===== config.mk =====
export PLATFORM = sky130hd
export DESIGN_NAME = strided_load_sched
export DESIGN_NICKNAME = d
export VERILOG_FILES = /design/src/rtl/lsched_pkg.sv /design/src/rtl/lsched_bank_busy.sv /design/src/rtl/lsched_ctrl.sv /design/src/rtl/lsched_dpath.sv /design/src/rtl/strided_load_sched.sv
export SDC_FILE = /design/constraint.sdc
export NUM_CORES = 1
export LEC_CHECK = 0
export BUFFER_PORTS_ARGS = -buffer_cell sky130_fd_sc_hd__buf_2
export CELL_PAD_IN_SITES_DETAIL_PLACEMENT = 1
export CELL_PAD_IN_SITES_GLOBAL_PLACEMENT = 2
export CORE_AREA = 2 2 169 171
export CTS_CLUSTER_SIZE = 40
export DETAILED_ROUTE_END_ITERATION = 12
export DIE_AREA = 0 0 171 173
export PLACE_DENSITY_LB_ADDON = 0.12
export SLEW_MARGIN = 40
export SYNTH_ARGS = -nofsm -noshare
export SYNTH_HDL_FRONTEND = slang
export SYNTH_SLANG_ARGS = --single-unit

===== constraint.sdc =====
create_clock -name clk -period 5.83 [get_ports clk]
set_input_delay 0.8745 -clock clk [delete_from_list [all_inputs] [get_ports clk]]
set_output_delay 0.8745 -clock clk [all_outputs]
set_load 0.01 [all_outputs]

===== src/rtl/lsched_pkg.sv =====
package lsched_pkg;
  // Strobes passed from the control to the datapath each cycle
  typedef struct packed {
    logic load;       // latch base and stride, a run begins
    logic issue;      // the current element leaves this cycle
    logic lastElem;   // the issued element is the final one
    logic emptyDone;  // zero-length start: finish at once
  } lschedStrobe_t;
endpackage


===== src/rtl/lsched_bank_busy.sv =====
module lsched_bank_busy #(
  parameter int NUM_BANKS = 16,
  parameter int BUSY_CYC  = 4
) (
  input  logic                         clk,
  input  logic                         rstN,
  input  logic                         accept,
  input  logic [$clog2(NUM_BANKS)-1:0] acceptBank,
  output logic [NUM_BANKS-1:0]         bankFree
);
  localparam int BANK_W = $clog2(NUM_BANKS);
  localparam int CNT_W  = $clog2(BUSY_CYC + 1);
  localparam logic [CNT_W-1:0] HOLD = CNT_W'(BUSY_CYC - 1);

  for (genvar b = 0; b < NUM_BANKS; b++) begin : g_bank
    logic [CNT_W-1:0] remain;
    always_ff @(posedge clk or negedge rstN) begin
      if (!rstN) remain <= '0;
      else if (accept && acceptBank == BANK_W'(b)) remain <= HOLD;
      else if (remain != '0) remain <= remain - 1'b1;
    end
    assign bankFree[b] = (remain == '0);
  end

  AST_ACCEPT_FREE: assert property (@(posedge clk) disable iff (!rstN)
    accept |-> bankFree[acceptBank]);

  if (BUSY_CYC > 1) begin : g_busyChk
    AST_BUSY_AFTER_ACCEPT: assert property (@(posedge clk) disable iff (!rstN)
      accept |=> !bankFree[$past(acceptBank)]);
  end
endmodule


===== src/rtl/lsched_ctrl.sv =====
module lsched_ctrl
  import lsched_pkg::*;
#(
  parameter int MAX_VL = 64
) (
  input  logic                        clk,
  input  logic                        rstN,
  input  logic                        start,
  input  logic [$clog2(MAX_VL+1)-1:0] vecLen,
  input  logic                        bankReady,
  output lschedStrobe_t               strobe,
  output logic [$clog2(MAX_VL)-1:0]   issueIdx
);
  localparam int VL_W  = $clog2(MAX_VL + 1);
  localparam int IDX_W = $clog2(MAX_VL);

  typedef enum logic {ST_IDLE, ST_RUN} state_t;
  state_t          state;
  logic [VL_W-1:0] idx;
  logic [VL_W-1:0] vlReg;

  always_comb begin
    strobe.load      = start && (state == ST_IDLE) && (vecLen != '0);
    strobe.emptyDone = start && (state == ST_IDLE) && (vecLen == '0);
    strobe.issue     = (state == ST_RUN) && bankReady;
    strobe.lastElem  = strobe.issue && (idx == vlReg - 1'b1);
  end

  assign issueIdx = idx[IDX_W-1:0];

  always_ff @(posedge clk or negedge rstN) begin
    if (!rstN) begin
      state <= ST_IDLE;
      idx   <= '0;
      vlReg <= '0;
    end else if (strobe.load) begin
      state <= ST_RUN;
      idx   <= '0;
      vlReg <= vecLen;
    end else if (strobe.issue) begin
      idx <= idx + 1'b1;
      if (strobe.lastElem) state <= ST_IDLE;
    end
  end

  AST_LEN_RANGE: assert property (@(posedge clk) disable iff (!rstN)
    (start && state == ST_IDLE) |-> (vecLen <= VL_W'(MAX_VL)));

  AST_STALL_HOLDS: assert property (@(posedge clk) disable iff (!rstN)
    (state == ST_RUN && !bankReady) |=> (state == ST_RUN && $stable(idx)));
endmodule


===== src/rtl/lsched_dpath.sv =====
module lsched_dpath
  import lsched_pkg::*;
#(
  parameter int ADDR_W    = 16,
  parameter int DATA_W    = 16,
  parameter int NUM_BANKS = 16,
  parameter int BUSY_CYC  = 4,
  parameter int LAT       = 12,
  parameter int IDX_W     = 6
) (
  input  logic                         clk,
  input  logic                         rstN,
  input  lschedStrobe_t                strobe,
  input  logic [IDX_W-1:0]             issueIdx,
  input  logic [ADDR_W-1:0]            baseAddr,
  input  logic [ADDR_W-1:0]            stride,
  output logic                         bankReady,
  output logic                         reqValid,
  output logic [ADDR_W-1:0]            reqAddr,
  output logic [$clog2(NUM_BANKS)-1:0] reqBank,
  input  logic [DATA_W-1:0]            rspData,
  output logic                         elemValid,
  output logic [IDX_W-1:0]             elemIdx,
  output logic [DATA_W-1:0]            elemData,
  output logic                         done
);
  localparam int BANK_W = $clog2(NUM_BANKS);

  logic [ADDR_W-1:0]    curAddr;
  logic [ADDR_W-1:0]    strideReg;
  logic [NUM_BANKS-1:0] bankFree;

  always_ff @(posedge clk or negedge rstN) begin
    if (!rstN) begin
      curAddr   <= '0;
      strideReg <= '0;
    end else if (strobe.load) begin
      curAddr   <= baseAddr;
      strideReg <= stride;
    end else if (strobe.issue) begin
      curAddr <= curAddr + strideReg;
    end
  end

  assign reqValid  = strobe.issue;
  assign reqAddr   = curAddr;
  assign reqBank   = curAddr[BANK_W-1:0];
  assign bankReady = bankFree[reqBank];

  lsched_bank_busy #(
    .NUM_BANKS(NUM_BANKS),
    .BUSY_CYC (BUSY_CYC)
  ) u_bankBusy (
    .clk       (clk),
    .rstN      (rstN),
    .accept    (strobe.issue),
    .acceptBank(reqBank),
    .bankFree  (bankFree)
  );

  // Tag pipeline: follows each request through the fixed memory latency
  logic             tagV [LAT];
  logic             tagL [LAT];
  logic [IDX_W-1:0] tagI [LAT];

  always_ff @(posedge clk or negedge rstN) begin
    if (!rstN) begin
      tagV[0] <= 1'b0;
      tagL[0] <= 1'b0;
      tagI[0] <= '0;
    end else begin
      tagV[0] <= strobe.issue;
      tagL[0] <= strobe.lastElem;
      tagI[0] <= issueIdx;
    end
  end

  for (genvar k = 1; k < LAT; k++) begin : g_tag
    always_ff @(posedge clk or negedge rstN) begin
      if (!rstN) begin
        tagV[k] <= 1'b0;
        tagL[k] <= 1'b0;
        tagI[k] <= '0;
      end else begin
        tagV[k] <= tagV[k-1];
        tagL[k] <= tagL[k-1];
        tagI[k] <= tagI[k-1];
      end
    end
  end

  assign elemValid = tagV[LAT-1];
  assign elemIdx   = tagI[LAT-1];
  assign elemData  = rspData;

  always_ff @(posedge clk or negedge rstN) begin
    if (!rstN) done <= 1'b0;
    else       done <= strobe.emptyDone || (tagV[LAT-1] && tagL[LAT-1]);
  end

  AST_ADDR_STEP: assert property (@(posedge clk) disable iff (!rstN)
    ($past(strobe.issue) && !$past(strobe.load) && strobe.issue)
      |-> (reqAddr == ADDR_W'($past(reqAddr) + strideReg)));

  AST_IDX_FOLLOWS: assert property (@(posedge clk) disable iff (!rstN)
    ($past(elemValid) && !$past(tagL[LAT-1]) && elemValid)
      |-> (elemIdx == IDX_W'($past(elemIdx) + 1'b1)));
endmodule


===== src/rtl/strided_load_sched.sv =====
module strided_load_sched #(
  parameter int ADDR_W    = 16,
  parameter int DATA_W    = 16,
  parameter int NUM_BANKS = 16,
  parameter int BUSY_CYC  = 4,
  parameter int LAT       = 12,
  parameter int MAX_VL    = 64
) (
  input  logic                         clk,
  input  logic                         rstN,
  input  logic                         start,
  input  logic [ADDR_W-1:0]            baseAddr,
  input  logic [ADDR_W-1:0]            stride,
  input  logic [$clog2(MAX_VL+1)-1:0]  vecLen,
  output logic                         reqValid,
  output logic [ADDR_W-1:0]            reqAddr,
  output logic [$clog2(NUM_BANKS)-1:0] reqBank,
  input  logic [DATA_W-1:0]            rspData,
  output logic                         elemValid,
  output logic [$clog2(MAX_VL)-1:0]    elemIdx,
  output logic [DATA_W-1:0]            elemData,
  output logic                         done
);
  import lsched_pkg::*;

  localparam int IDX_W = $clog2(MAX_VL);

  lschedStrobe_t    strobe;
  logic [IDX_W-1:0] issueIdx;
  logic             bankReady;

  lsched_ctrl #(.MAX_VL(MAX_VL)) u_ctrl (
    .clk      (clk),
    .rstN     (rstN),
    .start    (start),
    .vecLen   (vecLen),
    .bankReady(bankReady),
    .strobe   (strobe),
    .issueIdx (issueIdx)
  );

  lsched_dpath #(
    .ADDR_W   (ADDR_W),
    .DATA_W   (DATA_W),
    .NUM_BANKS(NUM_BANKS),
    .BUSY_CYC (BUSY_CYC),
    .LAT      (LAT),
    .IDX_W    (IDX_W)
  ) u_dpath (
    .clk      (clk),
    .rstN     (rstN),
    .strobe   (strobe),
    .issueIdx (issueIdx),
    .baseAddr (baseAddr),
    .stride   (stride),
    .bankReady(bankReady),
    .reqValid (reqValid),
    .reqAddr  (reqAddr),
    .reqBank  (reqBank),
    .rspData  (rspData),
    .elemValid(elemValid),
    .elemIdx  (elemIdx),
    .elemData (elemData),
    .done     (done)
  );
endmodule


== Word-level counts from Yosys, hierarchy flattened ==
Index checks and enable logic that the tools add are counted.

* Register bits after elaboration: 192
* Output and inout port bits: 45

* Multiplexer cells: 41
* Reduce and logical (&&, ||, !) cells: 77
* Order comparisons: 1
* Eq/ne operators: 16
* Bitwise gates (word level): 1
* $add $sub $neg: 19

{| class="wikitable"
|+ Operators with widths
! operator !! number
|-
| $mux W3 || 32
|-
| $logic_not A3 Y1 || 16
|-
| $reduce_bool A3 Y1 || 16
|-
| $sub A3 B1 Y3 const B || 16
|-
| $reduce_bool A2 Y1 || 18
|-
| $eq A4 B4 Y1 const B || 8
|-
| $mux W16 || 2
|-
| $logic_and A1 B1 Y1 || 22
|-
| $add A16 B16 Y16 || 1
|-
| $eq A4 B3 Y1 const B || 4
|-
| $mux W7 || 2
|-
| $eq A4 B2 Y1 const B || 2
|-
| $add A7 B1 Y7 const B || 1
|-
| $eq A7 B7 Y1 || 1
|-
| $logic_not A7 Y1 || 1
|-
| $reduce_bool A7 Y1 || 1
|-
| $sub A7 B1 Y7 const B || 1
|-
| $lt A4 B5 Y1 const B || 1
|-
| $bmux W1 S4 || 1
|-
| $eq A4 B1 Y1 const B || 1
|-
| $logic_not A4 Y1 || 1
|-
| $mux W1 || 4
|-
| $reduce_and A2 Y1 || 1
|-
| $logic_or A1 B1 Y1 || 1
|-
| $not A1 Y1 || 1
|}

== Logic depth before layout (Yosys ltp) ==
* Depth in word-level cells: 8
* Gate-level depth with buffers: 12
* Gate-level depth less buffers: 11

== Hierarchy ==
A second synthesis with hierarchy kept.

* Cell total of the unflattened synthesis: 674
* Area, all modules: 8330.5 um2

{| class="wikitable"
|+ Modules (own cells, without submodules)
! module !! instances !! area each (um2) !! cells each
|-
| lsched_dpath || 1 || 4688.2 || 313
|-
| lsched_bank_busy || 1 || 2725.1 || 270
|-
| lsched_ctrl || 1 || 917.1 || 91
|}

== Worst setup path after synthesis ==
Ideal clock, no wire load.

* Path kind: register -> output
* Start: reg u_dpath.u_bankBusy.g_bank[15].remain[0]
* End: out reqValid
* Cell stages (with the launch flop): 10
* Data arrival time: 1985 ps
* Buffers on the path: 1
* Path slack: 2971 ps
* Cell sequence: dfrtp_1 -> inv_1 -> ha_1 -> ha_1 -> mux4_2 -> mux2i_4 -> or2_4 -> o21a_4 -> inv_2 -> buf_2

* Cells in the longest elaborated chain, start to end: 4

{| class="wikitable"
|+ RTL lines
! element !! RTL line !! RTL
|-
| start, declared || lsched_bank_busy.sv:16 || <nowiki>logic [CNT_W-1:0] remain;</nowiki>
|-
| start signal, assigned || lsched_bank_busy.sv:20 || <nowiki>else if (remain != '0) remain <= remain - 1'b1;</nowiki>
|-
| $logic_not A3 Y1 || lsched_bank_busy.sv:22 || <nowiki>assign bankFree[b] = (remain == '0);</nowiki>
|-
| $bmux W1 S4 || lsched_dpath.sv:48 || <nowiki>assign bankReady = bankFree[reqBank];</nowiki>
|-
| $mux W1 (not written as such) || lsched_dpath.sv:48 ||
|-
| $logic_and A1 B1 Y1 || lsched_ctrl.sv:25 || <nowiki>strobe.issue = (state == ST_RUN) && bankReady;</nowiki>
|-
| end, declared || strided_load_sched.sv:15 || <nowiki>output logic reqValid,</nowiki>
|}

No other way between the ends. The select of a mux whose other input is x is not followed.

== Final worst setup path ==
* Start: reg u_dpath.u_bankBusy.g_bank[11].remain[0]
* End: out reqValid

* Cells in the longest elaborated chain, start to end: 4

{| class="wikitable"
|+ RTL lines
! element !! RTL line
|-
| start, declared || lsched_bank_busy.sv:16
|-
| start signal, assigned || lsched_bank_busy.sv:20
|-
| $logic_not A3 Y1 || lsched_bank_busy.sv:22
|-
| $bmux W1 S4 || lsched_dpath.sv:48
|-
| $mux W1 (not written as such) || lsched_dpath.sv:48
|-
| $logic_and A1 B1 Y1 || lsched_ctrl.sv:25
|}

No other way between the ends. The select of a mux whose other input is x is not followed.

==> summary.txt <==
Power and ir drop
  • Pwr Density: 637 mW/mm2
  • Leak: 4.61 nW
  • Overall Power: 6.03 mW
  • Peak VDD IR: 223 uV

Logic synthesis
  • Synth Area per Inst: 11.0 um2
  • Mapped Area: 0.00826 mm2
  • Syn Nets: 858
  • Number of synthesized flops with an enable pin: 0
  • YS warnings: 0
  • Sequential area share after synthesis: 0.581
  • Synth Instances: 750
  • Synth area leader: dfrtp_1
  • Post-synthesis sequential element count: 192
  • Main synth FF type: dfrtp_1
  • Asr flop ratio synth: 1.00
  • Ranking of synthesized cells by area: dfrtp_1 58%, ha_1 7.4%, nand2_1 5.5%
  • Post-synth top area share: 0.581
  • Netlist cell types: 51

Critical path
  • R2R Path End: u_dpath.reqAddr[10]
  • R2R depth: 10
  • Crit-path max FO: 28
  • Buf+Inv Stages, Crit Path: 3
  • Critical path class: reg -> out
  • Cell breakdown of the critical path: inv_1 -> ha_1 -> ha_1 -> mux4_2 -> mux2i_4 -> or2_4 -> o21a_4 -> inv_2 -> buf_2
  • CP top delay family: multiplexers
  • CP arrival: 2.98 ns
  • Worst path required time: 4.96 ns
  • Cell mode on critical path: ha_1
  • Critical path's largest stage delay: 0.52 ns
  • Kind of end point of the critical path: output port
  • Reg2Reg Setup Slack: 2.51 ns
  • Worst Setup Start Kind: register
  • Slowest CP cell: mux4_2
  • RR Startpoint: u_dpath.reqAddr[0]

STA
  • RSZ-0062 raised after global routing: no
  • Worst Tran Pin Value: 0.674 ns
  • Worst slew margin: 0.550
  • Layout Skew: 0.0170 ns
  • Final setup vio count: 0
  • Final Hold Viols: 0
  • Setup TNS: 0 ns
  • Slew Viols, Final: 0
  • Period utilization: 0.662
  • Max Clk Rate: 0.259 GHz
  • Final min period: 3.86 ns

GRT
  • Antenna violations before repair: 0
  • First-pass GRT wire length: 32,400 um
  • Vias in the first global route: 6,207
  • Global route overflow: 0
  • Gr usage total: 0.139
  • Largest net degree at the start of global routing: 100

Routing
  • Antenna Nets Post-Route: 0
  • Via count: 5,407
  • Drt pass-1 iters: 4
  • DRC viols: 0
  • Routed WL per cell: 16.0 um
  • Total Wirelength: 19,000 um
  • Via-to-Cell Ratio: 4.56
  • DRT iter0 DRCs: 201

CTS
  • Number of gates resized after cts: 0
  • Post-CTS setup buffer count: 0
  • CTS tree: built
  • Clock Latency Late Sink: 0.44 ns
  • Root Buffer: clkbuf_16
  • H-tree Lvls: 4
  • Register clock-pin slew on the reported worst setup and hold paths: 0.08 ns
  • TritonCTS Buffers: 17
  • CTS Buffer Depth: 2
  • CTS Hold Bufs: 0
  • CTS sink count: 192

Floorplanning
  • Num rows: 61
  • Core ar.: 0.0276 mm2
  • DIE HEIGHT: 173 um
  • Die ar.: 0.0296 mm2
  • Die Wd: 171 um
  • Initial cell density of the core: 0.299
  • I/O pin count: 103

Place
  • PortBufs: 70
  • Post-DP HPWL: 13,500 um
  • GPL Wtd Cong: 0.798

Finish
  • Diode count: 0
  • Most common cell after layout, fill and taps aside: dfrtp_1
  • Nets@finish: 904
  • Share of layout cells above drive strength 1: 0.147
  • Most frequent cells in the layout: 192 x dfrtp_1, 119 x nand2_1, 69 x buf_2
  • Multi-input logic area: 0.00295 mm2
  • FF/Latch Area: 0.00480 mm2
  • Area Overhead vs Synth: 14.6%
  • Filler instances: 3,119

Flow run
  • MaxCap Viol Count: 0

Worst hold path
  • Worst hold path type: in -> async

Outcome
  • Status: finished, final reports clean
## cells in the mapped netlist, types with 2 or more instances
cell and n:
a21o_1 11, a21oi_1 33, a31oi_1 6, and2_1 5
and3_1 2, buf_2 4, buf_4 27, buf_6 3
clkbuf_1 13, dfrtp_1 192, ha_1 49, inv_1 53
mux2_2 2, mux2_4 2, mux2i_1 7, mux4_2 2
nand2_1 120, nand2b_1 4, nand3_1 8, nand4_1 5
nor2_1 68, nor2b_1 5, nor3_1 8, nor4_1 3
o211ai_1 8, o21a_1 7, o21ai_0 25, o21ai_1 2
o221ai_1 10, or3_1 7, xnor2_1 17, xor2_1 23
## worst register-to-register path, cell delays in order, from the launching register on
cell      delay (ns)
dfrtp_1         0.77
ha_1            0.30
inv_1           0.06
fa_1            0.41
nor2b_1         0.19
o211ai_1        0.14
a31o_1          0.27
o21ai_0         0.43
mux2i_1         0.15
o311ai_0        0.36
o21a_1          0.18
## logic make-up after synthesis
kind of cell,after synthesis,share of synthesized area
and+or+nand+nor,236,0.120
DFF,192,0.581
AOI/OAI and AO/OA,114,0.0890
buffers and inverters,102,0.0619
adders and majority gates,50,0.0766
xor gates and xnor gates,41,0.0451
muxes,15,0.0262
## report_power, final
group          switching (mW)  internal (mW)  leakage, nW  total (mW)
clock network           0.596          0.623        0.297        1.22
logic                    1.40           1.07         1.97        2.48
registers               0.380           1.95         2.34        2.33
total                    2.38           3.65         4.61        6.03
## worst max-delay path by stage
| stage | from | to | cells past startpoint |
|---|---|---|---|
| final | u_dpath.u_bankBusy.g_bank[11].remain[0] | reqValid | 9 |
| after global routing | u_dpath.u_bankBusy.g_bank[15].remain[0] | reqValid | 9 |
| after CTS | u_dpath.u_bankBusy.g_bank[15].remain[0] | reqValid | 9 |
| after detailed placement | u_dpath.u_bankBusy.g_bank[15].remain[0] | reqValid | 9 |
| after global placement | u_dpath.reqAddr[0] | reqValid | 6 |
| after floorplan | u_dpath.u_bankBusy.g_bank[15].remain[0] | reqValid | 9 |
## final cells by class
class | instances | share of cell area
clock buffer | 18 | 0.0453
clock inverter | 14 | 0.0200
inverter | 54 | 0.0214
multi-input combinational | 456 | 0.312
sequential | 192 | 0.507
tap | 378 | 0.0499
timing repair buffer | 75 | 0.0441
## metal layers
layer  wire length (um)  GRT usage
met5                  0          0
met4                299     0.0399
met3                513     0.0275
met2               9800      0.242
met1               8380      0.175
## per-stage QoR
stage / std cells / worst slack (ns) / utilization / area [um2] / hold WS, ns
5_1_grt: 1187 / 1.79 / 0.343 / 9470 / 0.280
3_3_place_gp: 1154 / 2.48 / 0.319 / 8820 / 0.331
3_5_place_dp: 1154 / 2.39 / 0.319 / 8820 / 0.336
2_1_floorplan: 750 / 2.97 / - / 8260 / 0.331
6_report: 1187 / 1.97 / 0.343 / 9470 / 0.286
4_1_cts: 1186 / 1.91 / 0.342 / 9440 / 0.348
## state kept, by name, indices dropped and copies added (netlist names)
register	count
u_ctrl.idx	7
u_dpath.tagL	12
u_dpath.tagV	11
u_ctrl.state	1
u_dpath.elemValid	1
u_dpath.done	1
u_dpath.u_bankBusy.g_bank.remain	48
u_ctrl.vlReg	7
u_dpath.elemIdx	6
u_dpath.strideReg	16
u_dpath.tagI	66
u_dpath.reqAddr	16
Power figures use the tool's default switching activity.
